### config.mk
export PLATFORM = sky130hd
export DESIGN_NAME = lcdram_access
export DESIGN_NICKNAME = d
export VERILOG_FILES = /design/src/rtl/lcdram_pkg.sv /design/src/rtl/lcdram_cmd_decode.sv /design/src/rtl/lcdram_page_reg.sv /design/src/rtl/lcdram_col_ctr.sv /design/src/rtl/lcdram_access.sv
export SDC_FILE = /design/constraint.sdc
export NUM_CORES = 1
export LEC_CHECK = 0
export BUFFER_PORTS_ARGS = -buffer_cell sky130_fd_sc_hd__buf_4
export CAP_MARGIN = 5
export CORE_ASPECT_RATIO = 1.5
export CORE_MARGIN = 2
export CORE_UTILIZATION = 30
export CTS_BUF_LIST = sky130_fd_sc_hd__clkbuf_8
export DETAILED_ROUTE_END_ITERATION = 8
export GPL_TIMING_DRIVEN = 0
export PLACE_DENSITY = 0.55
export SLEW_MARGIN = 20
export SYNTH_ARGS = -nofsm -noshare
export SYNTH_HDL_FRONTEND = slang
export SYNTH_SLANG_ARGS = --single-unit
export TNS_END_PERCENT = 1
### constraint.sdc
create_clock -name clk -period 2.15 [get_ports clk]
set_clock_uncertainty 0.05 [all_clocks]
set_input_delay 0.1075 -clock clk [delete_from_list [all_inputs] [get_ports clk]]
set_output_delay 0.1075 -clock clk [all_outputs]
set_load 0.02 [all_outputs]
### src/rtl/lcdram_pkg.sv
package lcdram_pkg;

    localparam int BYTE_W   = 8;
    localparam int PAGE_W   = 4;
    localparam int COL_LO_W = 4;
    localparam int COL_HI_W = 3;
    localparam int COL_W    = COL_LO_W + COL_HI_W;

    typedef enum logic [2:0] {
        CMD_NONE,
        CMD_PAGE,
        CMD_COL_HI,
        CMD_COL_LO,
        CMD_MIRROR,
        CMD_RMW_ON,
        CMD_RMW_OFF
    } cmd_kind_t;

    typedef enum logic [1:0] {
        ST_IDLE,
        ST_WR_COMMIT,
        ST_RD_FETCH,
        ST_RD_LOAD
    } acc_state_t;

endpackage

### src/rtl/lcdram_cmd_decode.sv
module lcdram_cmd_decode
    import lcdram_pkg::*;
(
    input  logic [BYTE_W-1:0] code,
    output cmd_kind_t         kind
);

    always_comb begin
        kind = CMD_NONE;
        unique casez (code)
            8'b1011_????: kind = CMD_PAGE;
            8'b0001_0???: kind = CMD_COL_HI;
            8'b0000_????: kind = CMD_COL_LO;
            8'b1010_000?: kind = CMD_MIRROR;
            8'b1110_0000: kind = CMD_RMW_ON;
            8'b1110_1110: kind = CMD_RMW_OFF;
            default:      kind = CMD_NONE;
        endcase
    end

endmodule

### src/rtl/lcdram_page_reg.sv
module lcdram_page_reg
    import lcdram_pkg::*;
#(
    parameter int NUM_PAGES = 9
) (
    input  logic              clk,
    input  logic              rst_n,
    input  logic              load,
    input  logic [PAGE_W-1:0] load_val,
    output logic [PAGE_W-1:0] page,
    output logic              page_ok,
    output logic              page_icon
);

    localparam logic [PAGE_W-1:0] ICON_PG = PAGE_W'(NUM_PAGES - 1);

    logic [PAGE_W-1:0] page_q;

    always_ff @(posedge clk or negedge rst_n) begin
        if (!rst_n) begin
            page_q <= '0;
        end else if (load) begin
            page_q <= load_val;
        end
    end

    assign page      = page_q;
    assign page_ok   = (page_q <= ICON_PG);
    assign page_icon = (page_q == ICON_PG);


    page_load_chk: assert property (@(posedge clk) disable iff (!rst_n)
        load |=> (page == $past(load_val)));


    page_hold_chk: assert property (@(posedge clk) disable iff (!rst_n)
        !load |=> $stable(page));

endmodule

### src/rtl/lcdram_col_ctr.sv
module lcdram_col_ctr
    import lcdram_pkg::*;
#(
    parameter int NUM_COLS = 100
) (
    input  logic                clk,
    input  logic                rst_n,
    input  logic                set_hi,
    input  logic [COL_HI_W-1:0] hi_val,
    input  logic                set_lo,
    input  logic [COL_LO_W-1:0] lo_val,
    input  logic                step,
    input  logic                save,
    input  logic                restore,
    output logic [COL_W-1:0]    col,
    output logic                col_ok
);

    localparam logic [COL_W-1:0] LAST_COL = COL_W'(NUM_COLS - 1);

    logic [COL_W-1:0] col_q;
    logic [COL_W-1:0] saved_q;

    always_ff @(posedge clk or negedge rst_n) begin
        if (!rst_n) begin
            col_q   <= '0;
            saved_q <= '0;
        end else begin
            if (save) begin
                saved_q <= col_q;
            end
            if (restore) begin
                col_q <= saved_q;
            end else if (set_hi) begin
                col_q <= {hi_val, col_q[COL_LO_W-1:0]};
            end else if (set_lo) begin
                col_q <= {col_q[COL_W-1:COL_LO_W], lo_val};
            end else if (step && col_ok) begin
                col_q <= col_q + 1'b1;
            end
        end
    end

    assign col    = col_q;
    assign col_ok = (col_q <= LAST_COL);


    lock_hold_chk: assert property (@(posedge clk) disable iff (!rst_n)
        (!col_ok && !set_hi && !set_lo && !restore) |=> $stable(col));


    step_inc_chk: assert property (@(posedge clk) disable iff (!rst_n)
        (step && col_ok && !set_hi && !set_lo && !restore)
            |=> (col == $past(col) + COL_W'(1)));


    lo_keep_hi_chk: assert property (@(posedge clk) disable iff (!rst_n)
        (set_lo && !restore)
            |=> (col[COL_W-1:COL_LO_W] == $past(col[COL_W-1:COL_LO_W])));

endmodule

### src/rtl/lcdram_access.sv
module lcdram_access
    import lcdram_pkg::*;
#(
    parameter int NUM_PAGES = 9,
    parameter int NUM_COLS  = 100
) (
    input  logic              clk,
    input  logic              rst_n,
    input  logic              cmd_wr,
    input  logic              data_wr,
    input  logic              data_rd,
    input  logic [BYTE_W-1:0] host_din,
    output logic [BYTE_W-1:0] host_dout,
    output logic [PAGE_W-1:0] ram_page,
    output logic [COL_W-1:0]  ram_col,
    output logic [BYTE_W-1:0] ram_wdata,
    output logic              ram_we,
    output logic              ram_re,
    input  logic [BYTE_W-1:0] ram_rdata
);

    localparam logic [COL_W-1:0]  LAST_COL  = COL_W'(NUM_COLS - 1);
    localparam logic [BYTE_W-1:0] ICON_MASK = BYTE_W'(1);
    localparam logic [PAGE_W-1:0] ICON_PG   = PAGE_W'(NUM_PAGES - 1);

    acc_state_t state_q, state_d;
    cmd_kind_t  dcd_kind;

    logic              take_cmd, take_wr, take_rd;
    logic              rmw_q, mirror_q;
    logic [PAGE_W-1:0] page_cur;
    logic              page_ok, page_icon;
    logic [COL_W-1:0]  col_cur, phys_col;
    logic              col_ok;
    logic [PAGE_W-1:0] acc_page_q;
    logic [COL_W-1:0]  acc_col_q;
    logic              acc_ok_q, acc_icon_q;
    logic [BYTE_W-1:0] holder_q, dout_q;
    logic              col_step;

    lcdram_cmd_decode u_dcd (
        .code (host_din),
        .kind (dcd_kind)
    );

    lcdram_page_reg #(.NUM_PAGES(NUM_PAGES)) u_page (
        .clk       (clk),
        .rst_n     (rst_n),
        .load      (take_cmd && dcd_kind == CMD_PAGE),
        .load_val  (host_din[PAGE_W-1:0]),
        .page      (page_cur),
        .page_ok   (page_ok),
        .page_icon (page_icon)
    );

    lcdram_col_ctr #(.NUM_COLS(NUM_COLS)) u_col (
        .clk     (clk),
        .rst_n   (rst_n),
        .set_hi  (take_cmd && dcd_kind == CMD_COL_HI),
        .hi_val  (host_din[COL_HI_W-1:0]),
        .set_lo  (take_cmd && dcd_kind == CMD_COL_LO),
        .lo_val  (host_din[COL_LO_W-1:0]),
        .step    (col_step),
        .save    (take_cmd && dcd_kind == CMD_RMW_ON),
        .restore (take_cmd && dcd_kind == CMD_RMW_OFF && rmw_q),
        .col     (col_cur),
        .col_ok  (col_ok)
    );

    // strobe acceptance and priority: command, then write, then read
    assign take_cmd = (state_q == ST_IDLE) && cmd_wr;
    assign take_wr  = (state_q == ST_IDLE) && !cmd_wr && data_wr;
    assign take_rd  = (state_q == ST_IDLE) && !cmd_wr && !data_wr && data_rd;
    assign col_step = take_wr || (take_rd && !rmw_q);
    assign phys_col = mirror_q ? (LAST_COL - col_cur) : col_cur;

    // state register
    always_ff @(posedge clk or negedge rst_n) begin
        if (!rst_n) begin
            state_q <= ST_IDLE;
        end else begin
            state_q <= state_d;
        end
    end

    // next state and RAM strobes
    always_comb begin
        state_d   = state_q;
        ram_we    = 1'b0;
        ram_re    = 1'b0;
        ram_page  = acc_page_q;
        ram_col   = acc_col_q;
        ram_wdata = acc_icon_q ? (holder_q & ICON_MASK) : holder_q;
        unique case (state_q)
            ST_IDLE: begin
                if (take_wr) begin
                    state_d = ST_WR_COMMIT;
                end else if (take_rd) begin
                    state_d = ST_RD_FETCH;
                end
            end
            ST_WR_COMMIT: begin
                ram_we  = acc_ok_q;
                state_d = ST_IDLE;
            end
            ST_RD_FETCH: begin
                ram_re  = acc_ok_q;
                state_d = ST_RD_LOAD;
            end
            ST_RD_LOAD: begin
                state_d = ST_IDLE;
            end
            default: state_d = ST_IDLE;
        endcase
    end

    // access capture, bus holder and host read register
    always_ff @(posedge clk or negedge rst_n) begin
        if (!rst_n) begin
            acc_page_q <= '0;
            acc_col_q  <= '0;
            acc_ok_q   <= 1'b0;
            acc_icon_q <= 1'b0;
            holder_q   <= '0;
            dout_q     <= '0;
        end else begin
            if (take_wr || take_rd) begin
                acc_page_q <= page_cur;
                acc_col_q  <= phys_col;
                acc_ok_q   <= page_ok && col_ok;
                acc_icon_q <= page_icon;
            end
            if (take_wr) begin
                holder_q <= host_din;
            end
            if (take_rd) begin
                dout_q <= holder_q;
            end
            if (state_q == ST_RD_LOAD) begin
                if (!acc_ok_q) begin
                    holder_q <= '0;
                end else if (acc_icon_q) begin
                    holder_q <= ram_rdata & ICON_MASK;
                end else begin
                    holder_q <= ram_rdata;
                end
            end
        end
    end

    // mode flags
    always_ff @(posedge clk or negedge rst_n) begin
        if (!rst_n) begin
            rmw_q    <= 1'b0;
            mirror_q <= 1'b0;
        end else if (take_cmd) begin
            unique case (dcd_kind)
                CMD_RMW_ON:  rmw_q    <= 1'b1;
                CMD_RMW_OFF: rmw_q    <= 1'b0;
                CMD_MIRROR:  mirror_q <= host_din[0];
                default:     ;
            endcase
        end
    end

    assign host_dout = dout_q;


    one_port_chk: assert property (@(posedge clk) disable iff (!rst_n)
        !(ram_we && ram_re));


    icon_mask_chk: assert property (@(posedge clk) disable iff (!rst_n)
        (ram_we && ram_page == ICON_PG) |-> (ram_wdata[BYTE_W-1:1] == '0));


    addr_range_chk: assert property (@(posedge clk) disable iff (!rst_n)
        (ram_we || ram_re) |-> (ram_page <= ICON_PG && ram_col <= LAST_COL));


    page_keeps_col_chk: assert property (@(posedge clk) disable iff (!rst_n)
        (take_cmd && dcd_kind == CMD_PAGE) |=> $stable(col_cur));


    rmw_read_hold_chk: assert property (@(posedge clk) disable iff (!rst_n)
        (take_rd && rmw_q) |=> $stable(col_cur));


    busy_ignore_chk: assert property (@(posedge clk) disable iff (!rst_n)
        (state_q != ST_IDLE) |=> ($stable(col_cur) && $stable(page_cur) && $stable(host_dout)));


    fetch_then_load_chk: assert property (@(posedge clk) disable iff (!rst_n)
        ram_re |=> (state_q == ST_RD_LOAD));

endmodule

==> flow_summary.yaml <==
detailed_routing:
  wire_per_inst_um: 15.3
  viasPerCell: 5.01
  postRouteAntennaNets: 0
  drc: 0
  dr_total_vias: 2156
  routed_wl_mm: 6.59
  drtPass1Iterations: 4
  first_iter_violations: 58
yosys:
  syn_area_um2: 2650
  async_reset_ff_share_pct: 100
  synthCells: 261
  synth-seq-cells: 51
  avgSynthCellArea_um2: 10.1
  yosysUniqueCellTypes: 53
  ys.flop_type: "dfrtp_1"
  synth-warning-count: 0
  synth_nets: 285
  synth_edf_count: 0
  yosysSeqAreaShare_pct: 48.2
power_and_ir_drop:
  powerDensity_nw_per_um2: 1280
  ir_drop_v: 0.000502
  p_leak_uw: 0.00153
timing:
  worst_slew_pin_slew_ns: 0.792
  fmax_mhz: 489
  hold_violations: 0
  slew_violations: 0
  timing.final.crit_share_pct: 95.2
  worst_hold_slack_ns: 0.0124
  fin_crit_ns: 2.05
  grt_setup_unrepaired: "false"
  relSlewSlack_pct: 47.1
  setup_violations: 0
global_routing:
  grt_pass1_vias: 2052
  overflow: 0
  antenna_found_initial: 0
  grt_max_degree: 52
  grt_usage_pct: 14.1
  grt_pass1_wl_mm: 10.4
clocking:
  clock_sink_count: 51
  worstSkewPairLatency_ns: 0.32
  ctsLongestPathBuffers: 2
  cts-buffers-inserted: 5
  cts_max_level: 2
  path_clk_slew_ns: 0.09
  tritoncts: "built"
  root_buffer: "clkbuf_8"
floorplan:
  start_util_pct: 30.4
  row_count: 42
  fp.dieW_um: 80.7
  io_pins: 50
  coreArea_um2: 8720
  fp.dieH_um: 119
  die_area_um2: 9610
critical_path:
  crit_end: "u_col.col[1]"
  cp_slowest_cell: "dfrtp_1"
  path_buf_inv: 1
  cp.depth: 7
  path_cells: "nor3b_2 > and3_1 > and4_1 > buf_4 > nor2_4 > a22o_1 > o22a_1"
  start_kind: "flip-flop"
  arrival_ns: 2.20
  path_class: "flip-flop to flip-flop"
  path_max_fanout: 8
  reg2reg_from: "state_q[0]"
  reg2reg_depth: 7
  crit_family: "simple AND/OR/NAND/NOR gates"
  critPathLaunch: "state_q[0]"
  timing.rr.end: "u_col.col[1]"
  end_kind: "flip-flop"
  required_ns: 2.30
  r2r_slack_ns: 0.10
  slowest_delay_ns: 0.48
hold_path:
  hold_class: "input port to flip-flop"
cells_and_area:
  areaGrowthSynthToFinish_pct: 25.7
  diodes: 0
  drive_gt1_share_pct: 31.3
  final_cell_area_um2: 3330
  nets: 343
placement:
  dp_hpwl_mm: 4.88
  place_area_um2: 3150
  port_buffers: 48
  routabilityCongestion: 0.855
run:
  cap_violations: 0
run_status:
  status: "finished clean"
[what timing repair did]
action,4_1_cts,5_1_grt
resized for setup,3,7
hold endpoints to repair,51,0
setup buffers,1,1
pin swaps,1,2
setup endpoints to repair,7,9
hold buffers,1,0
[sequential cells by signal (all words and copies together), names as in the netlist]
register       cells
ram_page           4
acc_ok_q           1
ram_col            7
u_col.saved_q      7
mirror_q           1
rmw_q              1
host_dout          8
u_col.col          7
state_q            2
u_page.page        4
acc_icon_q         1
holder_q           8
[worst register-to-register path: cells and delay by family, from the launching register on]
| family | cells | cell delay, ns |
|---|---|---|
| buffers and inverters | 1 | 0.15 |
| flip-flops | 1 | 0.48 |
| AO/OA/AOI/OAI | 2 | 0.43 |
| AND/OR/NAND/NOR | 4 | 0.82 |
[metrics by stage]
stage	utilization, %	power (µW)	setup TNS (ns)	setup slack [ns]	instances
after CTS	37.8	4320	0	0.00537	429
after detailed placement	36.1	3580	-0.307	-0.0828	419
after global placement	36.1	3540	-0.455	-0.118	419
final	38.2	4280	0	0.104	430
after floorplan	-	2820	0	0.241	261
after global routing	38.2	4590	0	0.00244	430
[how the worst min path moves through the flow]
stage          depth (start not counted)          from  slack [ns]            to
6_report                               3  ram_rdata[0]        0.01   holder_q[0]
2_1_floorplan                          0         rst_n       -0.24    acc_icon_q
3_3_place_gp                           1         rst_n        0.13  host_dout[6]
4_1_cts                                3  ram_rdata[0]       0.009   holder_q[0]
5_1_grt                                3  ram_rdata[0]        0.01   holder_q[0]
3_5_place_dp                           1         rst_n        0.14  host_dout[6]
[metal layers]
metal  wire length, µm  vias to the layer above  GRT usage, %
met5                 0                        -             0
met4               265                        0          8.37
met3               322                       13          3.18
met2              3530                       57          24.6
met1              2480                     1024          15.1
li1                  -                     1062             -
[cells in the mapped netlist (all sizes together), types with 2 or more instances]
cell	instances	area, µm²
o21a	3	22.5
o21ai	22	110
a211oi	2	20.0
inv	11	41.3
mux2	20	225
and2	3	18.8
a221oi	2	17.5
nor2b	10	62.6
nor3	5	25.0
ha	3	37.5
xnor2	6	52.6
mux2i	2	20.0
a22oi	7	52.6
nor3b	3	22.5
nand2	38	143
and3	6	37.5
a21oi	11	62.6
o22ai	6	37.5
dfrtp	51	1280
buf	4	31.3
nor4	3	18.8
nand4	3	18.8
nand3	6	30.0
and4	3	28.8
nor2	7	38.8
clkbuf	5	18.8
[layout by cell type, fill, tap and decap left out, types with 4 or more instances in the layout]
cell type,instances
o22ai_1,6
dfrtp_1,49
nand3_1,5
nor2_1,4
nand2_1,38
and3_1,6
nor3_1,4
o21ai_0,20
mux2_2,20
a22oi_1,7
a21oi_1,9
xnor2_1,6
inv_1,11
buf_4,52
nor2b_1,9
clkbuf_8,6
clkbuf_1,5
[power by group]
group | total, µW | switching, µW | internal, µW
sequential | 1730 | 368 | 1360
clock | 705 | 328 | 377
combinational | 1850 | 991 | 855
[final cells by class]
type                    count  area (µm²)
clock buffers               6        82.6
plain buffers               9        50.0
clock inverters             2        35.0
flip-flops and latches     51        1280
well taps                 110         138
inverters                  11        41.3
multi-input cells         190        1320
repair buffers             51         385
fillers                   908        5390
[kinds of logic (layout without fill, tap and decap cells)]
logic type | after synthesis | in the layout | share of synthesized area, %
fa+ha+maj | 3 | 3 | 1.42
xor+xnor | 7 | 7 | 2.31
mux | 22 | 22 | 9.26
buf+inv | 20 | 79 | 3.45
flops | 51 | 51 | 48.2
compound gates | 66 | 66 | 17.2
simple gates | 92 | 92 | 18.2
(Power assumes the default switching activity.)
